==> config.mk <==
export PLATFORM = sky130hd
export DESIGN_NAME = msel_addr_selector
export DESIGN_NICKNAME = d
export VERILOG_FILES = /design/src/rtl/msel_pkg.sv /design/src/rtl/msel_ir_match.sv /design/src/rtl/msel_fsm.sv /design/src/rtl/msel_tdo_gate.sv /design/src/rtl/msel_addr_selector.sv
export SDC_FILE = /design/constraint.sdc
export NUM_CORES = 1
export LEC_CHECK = 0
export BUFFER_PORTS_ARGS = -buffer_cell sky130_fd_sc_hd__buf_2
export CORE_AREA = 2 2 39 41
export CTS_BUF_LIST = sky130_fd_sc_hd__clkbuf_4 sky130_fd_sc_hd__clkbuf_8
export DETAILED_ROUTE_END_ITERATION = 10
export DIE_AREA = 0 0 41 43
export SLEW_MARGIN = 10
export SYNTH_ARGS = -nofsm -noshare
export SYNTH_HDL_FRONTEND = slang
export SYNTH_SLANG_ARGS = --single-unit
==> constraint.sdc <==
create_clock -name clk -period 1.8 [get_ports clk]
set_clock_uncertainty 0.2 [all_clocks]
set_input_delay 0.18 -clock clk [delete_from_list [all_inputs] [get_ports clk]]
set_output_delay 0.18 -clock clk [all_outputs]
set_load 0.02 [all_outputs]
==> src/rtl/msel_pkg.sv <==
package msel_pkg;

  typedef enum logic [1:0] {
    SEL_WAIT  = 2'd0,
    SEL_ON    = 2'd1,
    SEL_OFF   = 2'd2,
    SEL_QUERY = 2'd3
  } sel_state_e;

  typedef struct packed {
    logic goto_wait;
    logic query;
    logic hit;
  } ir_verdict_t;

endpackage

==> src/rtl/msel_ir_match.sv <==
module msel_ir_match
  import msel_pkg::*;
#(
  parameter int unsigned IR_W       = 8,
  parameter int unsigned ADDR_W     = 7,
  parameter int unsigned GRP_W      = 2,
  parameter int unsigned QUERY_CODE = 'h3A,
  parameter int unsigned BCAST_CODE = 'h3B,
  parameter int unsigned MCAST_BASE = 'h3C,
  parameter int unsigned GOTO_CODE  = 'h83
) (
  input  logic [IR_W-1:0]   ir_value,
  input  logic [ADDR_W-1:0] slot_id,
  input  logic [GRP_W-1:0]  mcast_grp,
  output ir_verdict_t       verdict
);

  localparam int unsigned NGRP = 1 << GRP_W;
  localparam logic [ADDR_W-1:0] QUERY_A = ADDR_W'(QUERY_CODE);
  localparam logic [ADDR_W-1:0] BCAST_A = ADDR_W'(BCAST_CODE);
  localparam logic [ADDR_W-1:0] RES_LO  = ADDR_W'(QUERY_CODE);
  localparam logic [ADDR_W-1:0] RES_HI  = ADDR_W'(MCAST_BASE + NGRP - 1);
  localparam logic [IR_W-1:0]   GOTO_V  = IR_W'(GOTO_CODE);

  // True when the bits above the address field are all zero.
  function automatic logic upper_clear(input logic [IR_W-1:0] v);
    return (v >> ADDR_W) == '0;
  endfunction

  // A slot can be matched directly only if it is nonzero and not reserved.
  function automatic logic slot_usable(input logic [ADDR_W-1:0] s);
    return (s != '0) && !((s >= RES_LO) && (s <= RES_HI));
  endfunction

  logic [ADDR_W-1:0] addr;
  logic              addr_ok;
  logic [NGRP-1:0]   mc_hit;
  logic              direct_hit;
  logic              bcast_hit;

  assign addr    = ir_value[ADDR_W-1:0];
  assign addr_ok = upper_clear(ir_value);

  for (genvar g = 0; g < NGRP; g++) begin : g_mcast
    localparam logic [ADDR_W-1:0] MC_A = ADDR_W'(MCAST_BASE + g);
    assign mc_hit[g] = (addr == MC_A) && (mcast_grp == GRP_W'(g));
  end

  assign direct_hit = (addr == slot_id) && slot_usable(slot_id);
  assign bcast_hit  = (addr == BCAST_A);

  always_comb begin
    verdict           = '0;
    verdict.goto_wait = (ir_value == GOTO_V);
    verdict.query     = addr_ok && (addr == QUERY_A);
    verdict.hit       = addr_ok && (bcast_hit || (|mc_hit) || direct_hit);
  end

endmodule

==> src/rtl/msel_fsm.sv <==
module msel_fsm
  import msel_pkg::*;
(
  input  logic        clk,
  input  logic        rst_n,
  input  logic        tap_reset,
  input  logic        tap_update_ir,
  input  ir_verdict_t verdict,
  output sel_state_e  state,
  output logic        st_wait
);

  sel_state_e state_q, state_d;

  always_comb begin
    state_d = state_q;
    if (tap_reset) begin
      state_d = SEL_WAIT;
    end else if (tap_update_ir) begin
      if (verdict.goto_wait) begin
        state_d = SEL_WAIT;
      end else if (state_q == SEL_WAIT) begin
        if (verdict.query)    state_d = SEL_QUERY;
        else if (verdict.hit) state_d = SEL_ON;
        else                  state_d = SEL_OFF;
      end
    end
  end

  always_ff @(posedge clk or negedge rst_n) begin
    if (!rst_n) state_q <= SEL_WAIT;
    else        state_q <= state_d;
  end

  assign state   = state_q;
  assign st_wait = (state_q == SEL_WAIT);

endmodule

==> src/rtl/msel_tdo_gate.sv <==
module msel_tdo_gate (
  input  logic selected,
  input  logic shift_ir,
  input  logic shift_dr,
  output logic tdo_en
);

  assign tdo_en = selected && (shift_ir || shift_dr);

endmodule

==> src/rtl/msel_addr_selector.sv <==
module msel_addr_selector
  import msel_pkg::*;
#(
  parameter int unsigned IR_W       = 8,
  parameter int unsigned ADDR_W     = 7,
  parameter int unsigned GRP_W      = 2,
  parameter int unsigned QUERY_CODE = 'h3A,
  parameter int unsigned BCAST_CODE = 'h3B,
  parameter int unsigned MCAST_BASE = 'h3C,
  parameter int unsigned GOTO_CODE  = 'h83
) (
  input  logic              clk,
  input  logic              rst_n,
  input  logic              tap_reset,
  input  logic              tap_update_ir,
  input  logic              tap_shift_ir,
  input  logic              tap_shift_dr,
  input  logic [IR_W-1:0]   ir_value,
  input  logic [ADDR_W-1:0] slot_id,
  input  logic [GRP_W-1:0]  mcast_grp,
  output logic              selected,
  output logic              query_resp,
  output logic              tdo_en
);

  ir_verdict_t verdict;
  sel_state_e  state;
  logic        st_wait;

  msel_ir_match #(
    .IR_W(IR_W), .ADDR_W(ADDR_W), .GRP_W(GRP_W),
    .QUERY_CODE(QUERY_CODE), .BCAST_CODE(BCAST_CODE),
    .MCAST_BASE(MCAST_BASE), .GOTO_CODE(GOTO_CODE)
  ) u_match (
    .ir_value (ir_value),
    .slot_id  (slot_id),
    .mcast_grp(mcast_grp),
    .verdict  (verdict)
  );

  msel_fsm u_fsm (
    .clk          (clk),
    .rst_n        (rst_n),
    .tap_reset    (tap_reset),
    .tap_update_ir(tap_update_ir),
    .verdict      (verdict),
    .state        (state),
    .st_wait      (st_wait)
  );

  assign selected   = (state == SEL_ON);
  assign query_resp = (state == SEL_QUERY);

  msel_tdo_gate u_gate (
    .selected(selected),
    .shift_ir(tap_shift_ir),
    .shift_dr(tap_shift_dr),
    .tdo_en  (tdo_en)
  );

endmodule

=== Word level (Yosys, flattened, before mapping) ===
Cells that the tools add are included.
W data, S select, Z words.

* Bits in registers: 2
* Output and inout bits: 3
* Word-level logic and storage cells: 44

* Order comparisons: 2
* Equality and inequality tests: 13
* Multiplexer cells: 6
* Reductions and logical operators: 22

{| class="wikitable"
|+ Operators with widths
! cell !! count
|-
| $eq A7 B6 Y1 const B || 6
|-
| $mux W2 || 6
|-
| $logic_and A1 B1 Y1 || 10
|-
| $eq A8 B8 Y1 const B || 1
|-
| $logic_not A8 Y1 || 1
|-
| $eq A7 B7 Y1 || 1
|-
| $ge A7 B6 Y1 const B || 1
|-
| $le A7 B6 Y1 const B || 1
|-
| $reduce_bool A7 Y1 || 1
|-
| $eq A2 B2 Y1 const B || 3
|-
| $eq A2 B1 Y1 const B || 2
|-
| $logic_not A2 Y1 || 2
|-
| $reduce_or A4 Y1 || 1
|-
| $logic_or A1 B1 Y1 || 3
|-
| $reduce_bool A3 Y1 || 1
|-
| $reduce_and A2 Y1 || 1
|-
| $reduce_bool A2 Y1 || 1
|-
| $logic_not A1 Y1 || 1
|}

=== Depth between registers and ports, before layout ===
* Depth after elaboration: 13
* Depth in mapped cells: 5
* Gate-level depth less buffers: 4

=== Cells and area by module ===
Synthesis repeated with hierarchy kept, for this count alone.

* Cell total of the unflattened synthesis: 42
* Area total of the unflattened synthesis: 324.1 sq um

{| class="wikitable"
|+ By module, submodules not included
! module !! instances !! cells each !! area an instance (sq um) !! sequential area each (sq um)
|-
| msel_ir_match || 1 || 29 || 202.7 || 0.0
|-
| msel_fsm || 1 || 10 || 97.6 || 50.0
|-
| msel_addr_selector || 1 || 2 || 16.3 || 0.0
|-
| msel_tdo_gate || 1 || 1 || 7.5 || 0.0
|}

=== Worst setup path after synthesis ===
No wires, ideal clock.

* Path kind: register to register
* Start point: register u_fsm.state_q[1], in the netlist u_fsm.state[1]
* End point: register u_fsm.state_q[0], in the netlist u_fsm.state[0]
* Library setup time: 0.090 ns
* Arrival: 1.276 ns
* Required time: 1.510 ns
* Path slack: 0.233 ns
* Cell stages (with the launch flop): 5
* Path buffers: 0
* Cell sequence: dfrtp_1 > or4b_1 > a21oi_1 > inv_1 > o221ai_1

* Longest elaborated chain between the ends: 3

{| class="wikitable"
|+ RTL lines
! what !! RTL line !! source
|-
| from (decl) || msel_fsm.sv:13 || <nowiki>sel_state_e state_q, state_d;</nowiki>
|-
| from (signal assigned) || msel_fsm.sv:32 || <nowiki>else state_q <= state_d;</nowiki>
|-
| $logic_not A2 Y1 || -- ||
|-
| $reduce_bool A3 Y1 (no source line) || -- ||
|-
| $reduce_and A2 Y1 (no source line) || -- ||
|}

No other way between the ends.
A chain may end at the register's enable or synchronous reset.

=== Worst setup path after layout ===
Same ends and word-level chain as after synthesis.

==> out/qor.yml <==
pwr:
  combPwrFrac_pct: 34.4
  p_leak_nw: 0.258
  ir_drop_mv: 0.138
  p_switching_uw: 69.3
  power.internal_uw: 162
  p_per_area_mw_per_mm2: 445
  p_sw_share_pct: 30.0
  clock_power_share_pct: 43.7
  power_frac_seq_pct: 21.9
synth:
  synth_mux_area_share_pct: 0
  ys_seq_area_share_pct: 14.5
  ys_ff_latch: 2
  syn_nets: 67
  syn_area_um2: 345
  yosysUniqueCellTypes: 24
  synth_compound_area_share_pct: 27.2
  synth-adder-area-share_pct: 0
  synthCells: 44
  syn_avg_cell_area_um2: 7.85
  synth_warnings: 0
  synth_xor_xnor_area_share_pct: 22.8
  synthSimpleGateAreaFrac_pct: 32.2
  synth_top_family_by_area: "simple AND/OR/NAND/NOR gates"
critical_path:
  r2r_cells: 4
  crit_path_max_fanout: 4
  endpoint_kind: "flip-flop"
  start_kind: "flip-flop"
  worstPathRequired_ps: 1740
  rr_startpoint: "u_fsm.state[1]"
  rr_endpoint: "u_fsm.state[0]"
  arrival_ps: 1600
  rrSetupSlack_ps: 140
  worstSetupPathType: "flip-flop to flip-flop"
final_layout:
  final_common_cell: "buf_2"
  drive_gt1_share_pct: 40.3
  synthToLayoutAreaGrowth_pct: 50.4
  fin_nets: 97
  largest_register_ff_count: 2
  final_cell_mix: "buf_2, xor2_1, nor4_1, nand2_1"
  num_antenna_cells: 0
global_routing:
  grt_overflow: 0
  grtUsageMet2_pct: 24.1
  first_global_vias: 457
  grt_use_met1_pct: 14.7
  groute.usage.overall_pct: 14.1
  busiest_layer: "met2"
  grt_max_degree: 8
  antenna_found_initial: 0
  grt_pass1_wl_um: 1710
  grt_use_met3_pct: 3.14
placed_design:
  portBuffers: 25
  dpl.hpwl_um: 823
  place_congestion: 0.802
drt:
  drtPass1Iterations: 2
  wl_um: 974
  via_per_inst: 5.03
  dr.first_iter.drc_count: 3
  drc: 0
  avgRoutedWirePerCell_um: 11.1
  ant_nets: 0
  via_count: 443
cts:
  numCtsBuffers: 3
  cts_tree: "done"
  htree_levels: 1
  cts_resized: 0
  clock_latency_ps: 220
  cts_setup_buffers: 0
  cts_max_path_buffers: 2
  hold_buffers: 1
  cts_sinks: 2
  clk_pin_slew_ps: 30
  root_buffer: "clkbuf_4"
floorplanning:
  dieArea_mm2: 0.00176
  die_w_um: 41
  initial_core_util_pct: 25.0
  die_y_um: 43
  io_pins: 26
  num_rows: 14
  core_mm2: 0.00138
sta:
  fmax_mhz: 602
  maxSlewHeadroom_pct: 75.1
  setup_violations: 0
  period_share_pct: 92.3
  tightest_slew_ps: 370
  fin_setup_tns_ps: 0
  rsz0062_at_grt: "false"
  slew_violations: 0
  hold_viol_final: 0
  hold_slack_ps: 65.9
  layout_min_cycle_time_ps: 1660
worst_hold_path:
  min_path_type: "input port to asynchronous set/reset pin"
run_status:
  status: "finished clean"
job:
  max_cap_violations: 0
## worst max-delay path: stages (launching register included)
cell and delay [ps]:
dfrtp_1 390, or4b_1 530, a21oi_1 210, inv_1 60, o221ai_1 180
## how the worst max path moves through the flow
| stage | from | end | slack (ps) | depth (start not counted) |
|---|---|---|---|---|
| 3_5_place_dp | slot_id[1] | u_fsm.state[0] | 120 | 5 |
| 4_1_cts | u_fsm.state[1] | u_fsm.state[0] | 130 | 4 |
| 2_1_floorplan | u_fsm.state[1] | u_fsm.state[0] | 230 | 4 |
| 3_3_place_gp | slot_id[1] | u_fsm.state[0] | 110 | 5 |
| 6_report | u_fsm.state[1] | u_fsm.state[0] | 140 | 4 |
| 5_1_grt | u_fsm.state[1] | u_fsm.state[0] | 30 | 4 |
## through the flow
stage,utilization (%),power [mW],worst slack [ps],cell area (µm²),instances
after floorplan,-,0.0860,233,345,44
after global placement,35.2,0.129,111,487,84
after detailed placement,35.2,0.129,116,487,84
after CTS,37.5,0.238,129,519,88
after global routing,37.5,0.252,30.0,519,88
final,37.5,0.231,139,519,88
## synth_stat cells
cell       n  area, µm²
xor2_1     9       78.8
nand2_1    4       15.0
nor4_1     4       25.0
a21oi_1    3       15.0
and2_1     2       12.5
dfrtp_1    2       50.1
inv_1      2       7.51
nor2_1     2       7.51
a2bb2oi_1  1       8.76
a31oi_1    1       6.26
a32o_1     1       10.0
and4_1     1       8.76
and4b_1    1       10.0
clkbuf_1   1       3.75
nand4b_1   1       8.76
nor2b_1    1       6.26
o2111ai_1  1       8.76
o211ai_2   1       12.5
o21a_1     1       7.51
o221ai_1   1       8.76
o31a_1     1       8.76
o31ai_1    1       7.51
or4_1      1       7.51
or4b_1     1       10.0
## power by group through the flow
stage / combinational, mW / clock (mW) / sequential (mW)
after floorplan: 0.0356 / 0 / 0.0504
after detailed placement: 0.0781 / 0 / 0.0511
final: 0.0795 / 0.101 / 0.0506
after global routing: 0.0912 / 0.110 / 0.0512
after CTS: 0.0799 / 0.107 / 0.0506
after global placement: 0.0775 / 0 / 0.0511
## area by class of cell
type / instances / area, µm²
Sequential cell: 2 / 50.0
Clock buffer: 3 / 22.5
Timing Repair Buffer: 26 / 135
Tap cell: 16 / 20.0
Inverter: 2 / 7.51
Multi-Input combinational cell: 39 / 284
Fill cell: 148 / 865
## cell families (layout without fill, tap and decap cells)
| family | count (synthesis) | in the layout |
|---|---|---|
| XOR/XNOR | 9 | 9 |
| AO/OA/AOI/OAI | 12 | 12 |
| buffers and inverters | 3 | 31 |
| flip-flops | 2 | 2 |
| AND/OR/NAND/NOR | 18 | 18 |
## layer usage
| metal | wire length (µm) | vias to the layer above |
|---|---|---|
| li1 | - | 230 |
| met1 | 422 | 201 |
| met2 | 497 | 12 |
| met3 | 54 | 0 |
| met4 | 0 | 0 |
| met5 | 0 | - |
Power figures use the tool's default switching activity.
